## src/rtl/hazard_ctrl.sv

```systemverilog
module hazard_ctrl #(
  parameter int REG_W = 5
) (
  input  logic [REG_W-1:0] dec_rs1,
  input  logic [REG_W-1:0] dec_rs2,
  input  logic             dec_rs1_used,
  input  logic             dec_rs2_used,
  input  logic             dec_xfer,
  input  logic [REG_W-1:0] ex_rd,
  input  logic             ex_load,
  input  logic [REG_W-1:0] mem_rd,
  input  logic             mem_load,
  input  logic             xfer_taken,
  output logic             pc_hold,
  output logic             fd_hold,
  output logic             fd_flush,
  output logic             dx_bubble
);

  localparam int NSRC = 2;

  logic [REG_W-1:0] src [NSRC];
  logic [NSRC-1:0]  use_v;
  logic [NSRC-1:0]  hit_ex;
  logic [NSRC-1:0]  hit_mem;

  assign src[0]   = dec_rs1;
  assign src[1]   = dec_rs2;
  assign use_v    = {dec_rs2_used, dec_rs1_used};

  for (genvar i = 0; i < NSRC; i++) begin : g_src
    assign hit_ex[i]  = use_v[i] && (ex_rd  != '0) && (src[i] == ex_rd);
    assign hit_mem[i] = use_v[i] && (mem_rd != '0) && (src[i] == mem_rd);
  end

  logic stall_ex, stall_mem, stall;

  assign stall_ex  = (dec_xfer || ex_load) && (|hit_ex);
  assign stall_mem = dec_xfer && mem_load && (|hit_mem);
  assign stall     = stall_ex || stall_mem;

  assign pc_hold   = stall;
  assign fd_hold   = stall;
  assign dx_bubble = stall;
  assign fd_flush  = xfer_taken && !stall;

endmodule

```

## config.mk

```make
export PLATFORM = sky130hd
export DESIGN_NAME = hazard_ctrl
export DESIGN_NICKNAME = d
export VERILOG_FILES = /design/src/rtl/hazard_ctrl.sv
export SDC_FILE = /design/constraint.sdc
export NUM_CORES = 1
export LEC_CHECK = 0
export BUFFER_PORTS_ARGS = -buffer_cell sky130_fd_sc_hd__buf_2
export CAP_MARGIN = 0
export CORE_AREA = 2 2 39 41
export DETAILED_ROUTE_END_ITERATION = 8
export DIE_AREA = 0 0 41 43
export PLACE_DENSITY_LB_ADDON = 0.2
export SLEW_MARGIN = 10
export SYNTH_ARGS = -nofsm -noshare
export SYNTH_HDL_FRONTEND = slang
export SYNTH_SLANG_ARGS = --single-unit
```

## constraint.sdc

```tcl
create_clock -name vclk -period 1.65
set_clock_uncertainty 0.15 [all_clocks]
set_input_delay 0.2475 -clock vclk [all_inputs]
set_output_delay 0.2475 -clock vclk [all_outputs]
set_load 0.01 [all_outputs]
```

==> results_dict.tcl, run 1 <==
set metrics [dict create \
    period_share 1.14 \
    holdCritPathClass "in -> out" \
    cap_violations 0 \
    drt_first_pass_iters 2 \
    syn_nets 65 \
    crit_slowest_cell "or4_4" \
    num_io_pins 30 \
    yosys.area.top_type "xnor2_1" \
    antenna_found_initial 0 \
    ys_warn_count 0 \
    post_cts.repair.setup_buffers 0 \
    powerDensity_nw_per_um2 257 \
    synthTopCellsByArea "xnor2_1, nand4_1, a221oi_2" \
    final.min_clock_period_ps 1880 \
    totalWireLength_um 926 \
    die_area_um2 1760 \
    relSlewSlack 0.791 \
    fmax_mhz 531 \
    syn2layout_area_growth_pct 80.7 \
    yosys.area.top_type_share 0.576 \
    grt_overflow 0 \
    fillers 161 \
    synthDistinctLibCells 12 \
    gp_congestion 0.791 \
    grt_pass1_vias 380 \
    first_iter_violations 1 \
    setup_ws_ps -235 \
    cp_num_buf_inv 2 \
    clock_buffers 0 \
    drtAntennaViolNets 0 \
    status "finished with violations" \
    violations "setup timing" \
    vias 393 \
    grt_pass1_wl_mm 1.46 \
    crit_fanout 3 \
    drive_above_1_share 0.547 \
    num_rows 14 \
    multi_input_area_um2 297 \
    fp.dieH_um 43 \
    hold_viol_final 0 \
    seq_cells 0 \
    start_util 0.220 \
    num_antenna_cells 0 \
    coreArea_um2 1380 \
    critPathKind "in -> out" \
    critPathRequiredTime_ps 1250 \
    crit_end "fd_hold" \
    p_leak_nw 0.248 \
    syn_inst 39 \
    crit_path_start_kind "input port" \
    seqCellArea_um2 0 \
    hold_path_depth 4 \
    ir_drop_mv 0.0995 \
    path_cells "buf_6, or4_4, o22a_1, a22o_4, buf_2" \
    max_stage_delay_ps 520 \
    grt_use_total 0.115 \
    cp.depth 5 \
    fin_nets 103 \
    drt-wirelength-per-cell_um 10.2 \
    drv_slew 0 \
    rsz0062_at_grt "yes" \
    drc_errors 0 \
    seq_area_frac_synth 0 \
    grt_start_max_net_pins 4 \
    layout_common_cells "buf_2, xnor2_1, buf_4" \
    final_common_cell "buf_2" \
    tightest_slew_ps 314 \
    via_per_inst 4.32 \
    io_buffer_count 30 \
    critPathTopFamily "simple AND/OR/NAND/NOR gates" \
    syn_area_um2 304 \
    p_total_uw 141 \
    whs_ps 648 \
    cp-end-kind "output port" \
    dp_hpwl_um 866 \
    worstPathArrival_ps 1490 \
    setup_violations 4 \
    synth.avg_cell_area_um2 7.80 \
    hold_buffers 0 \
    crit_path_start "ex_rd[1]" \
    die-width_um 41 \
]
## logic make-up (layout without fill, tap and decap cells)
| kind of cell | Yosys count | in the layout | share of synthesized area |
|---|---|---|---|
| xor gates and xnor gates | 20 | 20 | 0.576 |
| and+or+nand+nor | 10 | 10 | 0.177 |
| AOI/OAI and AO/OA | 6 | 6 | 0.185 |
| buffers and inverters | 3 | 39 | 0.0617 |
## cell usage after synthesis
master	n
a221oi_2	1
a22o_2	1
buf_4	2
inv_1	1
nand2_1	4
nand4_1	4
o22a_1	1
o22ai_1	2
o311a_1	1
or3_1	1
or4_1	1
xnor2_1	20
## report_power, final
part | leakage [nW] | internal, mW | switching [mW]
logic | 0.248 | 0.0835 | 0.0576
clock network | 0 | 0 | 0
registers | 0 | 0 | 0
total | 0.248 | 0.0835 | 0.0576
## through the flow
stage	setup slack, ps	cell area (um2)	setup TNS (ps)	util	instances
floorplan	-105	312	-228	-	39
global placement	-252	527	-986	0.381	91
detailed placement	-249	527	-972	0.381	91
CTS	-239	549	-930	0.397	91
global route	-262	549	-1010	0.397	91
finish	-235	549	-906	0.397	91
## how the worst min path moves through the flow
stage                           from  endpoint  slack [ps]
after floorplan           xfer_taken  fd_flush         430
after global placement    xfer_taken  fd_flush         650
after detailed placement  xfer_taken  fd_flush         650
after CTS                 xfer_taken  fd_flush         650
after global routing      xfer_taken  fd_flush         670
final                     xfer_taken  fd_flush         650
## layout make-up
type / count / area share
timing repair buffer: 38 / 0.417
inverter: 1 / 0.00683
tap: 16 / 0.0364
multi-input combinational: 36 / 0.540
## metal layers
| metal | routed length (um) | vias to the layer above | GRT usage |
|---|---|---|---|
| li1 | - | 211 | - |
| met1 | 384 | 167 | 0.152 |
| met2 | 466 | 15 | 0.209 |
| met3 | 75 | 0 | 0 |
| met4 | 0 | 0 | 0 |
| met5 | 0 | - | 0 |
## timing repair
item	4_1_cts	5_1_grt
cloned	0	0
resized for setup	4	0
endpoints found under the setup margin	4	4
pin swaps	1	0
Note: power is estimated with default switching activity, not from simulation.
==> inputs of run 2 (changes only) <==
==> constraint.sdc (replaced) <==
create_clock -name vclk -period 1.65
set_clock_uncertainty 0.15 [all_clocks]
set_input_delay 0.4125 -clock vclk [all_inputs]
set_output_delay 0.4125 -clock vclk [all_outputs]
set_load 0.01 [all_outputs]
==> run 2 against run 1 <==
Compared with the run above:
- the run still ends with setup timing left
- core utilization did not move
- non-clock buffer count did not move
- final area did not move
- worst setup slack got worse by 330 ps
- combinational power barely moved
- sequential cell count did not move
- die area did not move
- cell count did not move
- power fell by 0.19%
==> results_dict.tcl, run 2 (synthesis results as in run 1) <==
set metrics [dict create \
    period_share 1.34 \
    p_sw_frac 0.407 \
    fin_nets 103 \
    layout_common_cells "buf_2, xnor2_1, buf_4" \
    num_rows 14 \
    vias 393 \
    fmax_mhz 452 \
    totalWireLength_um 915 \
    io_buffer_count 30 \
    status "finished with violations" \
    seqCellArea_um2 0 \
    holdCritPathClass "in -> out" \
    final_cells 91 \
    drt_first_pass_iters 1 \
    fp.dieH_um 43 \
    die-width_um 41 \
    grt_overflow 0 \
    final_common_cell "buf_2" \
    seq_cells 0 \
    powerDensity_nw_per_um2 256 \
    setup_tns_ps -2220 \
    hold_path_depth 4 \
    hold_buffers 0 \
    hold_viol_final 0 \
    coreArea_um2 1380 \
    num_antenna_cells 0 \
    place_inst 91 \
    relSlewSlack 0.791 \
    clock_buffers 0 \
    antenna_found_initial 0 \
    drv_slew 0 \
    worstPathArrival_ps 1650 \
    drt-wirelength-per-cell_um 10.1 \
    gp_congestion 0.791 \
    via_per_inst 4.32 \
    critPathKind "in -> out" \
    finalInstanceArea_um2 549 \
    ir_drop_mv 0.0923 \
    final.min_clock_period_ps 2210 \
    cp-end-kind "output port" \
    p_leak_nw 0.248 \
    setup_violations 4 \
    start_util 0.220 \
    intPower_uw 83.5 \
    syn2layout_area_growth_pct 80.7 \
    violations "setup timing" \
    p_total_uw 141 \
    fillers 158 \
    cap_violations 0 \
    grt_use_total 0.111 \
    power.net_switching_uw 57.3 \
    rsz0062_at_grt "yes" \
    num_io_pins 30 \
    critPathRequiredTime_ps 1090 \
    setup_ws_ps -564 \
    seqPwrFrac 0 \
    first_iter_violations 0 \
    drtAntennaViolNets 0 \
    placed_area_um2 527 \
    crit_fanout 3 \
    pwr-share-comb 1.000 \
    crit_path_start_kind "input port" \
    clockPowerShare 0 \
    tightest_slew_ps 313 \
    die_area_um2 1760 \
    grt_pass1_vias 372 \
    multi_input_area_um2 297 \
    grt_start_max_net_pins 4 \
    drive_above_1_share 0.547 \
    drc_errors 0 \
    grt_pass1_wl_mm 1.41 \
]
-- run 2: cell counts in the layout (fill, tap and decap cells not counted) --
Identical to the previous run, type by type.
-- run 2: layout make-up --
class / count / share of cell area
multi-input combinational: 36 / 0.540
timing repair buffer: 38 / 0.417
tap: 16 / 0.0364
inverter: 1 / 0.00683
-- run 2: power groups by stage --
stage	sequential (mW)	clock [mW]	combinational, mW
2_1_floorplan	0	0	0.0664
3_3_place_gp	0	0	0.137
3_5_place_dp	0	0	0.137
4_1_cts	0	0	0.143
5_1_grt	0	0	0.155
6_report	0	0	0.141
-- run 2: final timing paths --
kind | from | endpoint | slack [ps]
worst max-delay path | ex_rd[1] | fd_hold | -560
worst min-delay path | xfer_taken | fd_flush | 980
-- run 2: critical path: stages --
cell and delay, ps:
buf_6 90, or4_4 520, o22a_1 210, a22o_4 270, buf_2 130
-- run 2: layer usage --
layer	wire, um	track usage
met1	376	0.146
met2	456	0.203
met3	82	0
met4	0	0
met5	0	0
-- run 2: per-stage QoR --
stage,hold WS [ps],setup WS (ps),utilization
floorplan,761,-435,-
global placement,980,-582,0.381
detailed placement,979,-579,0.381
CTS,980,-569,0.397
global route,1000,-592,0.397
finish,978,-564,0.397
-- run 2: repair_timing --
action / 4_1_cts / 5_1_grt
resized for setup: 4 / 0
endpoints found under the setup margin: 4 / 4
setup buffers: 0 / 0
pin swaps: 1 / 0
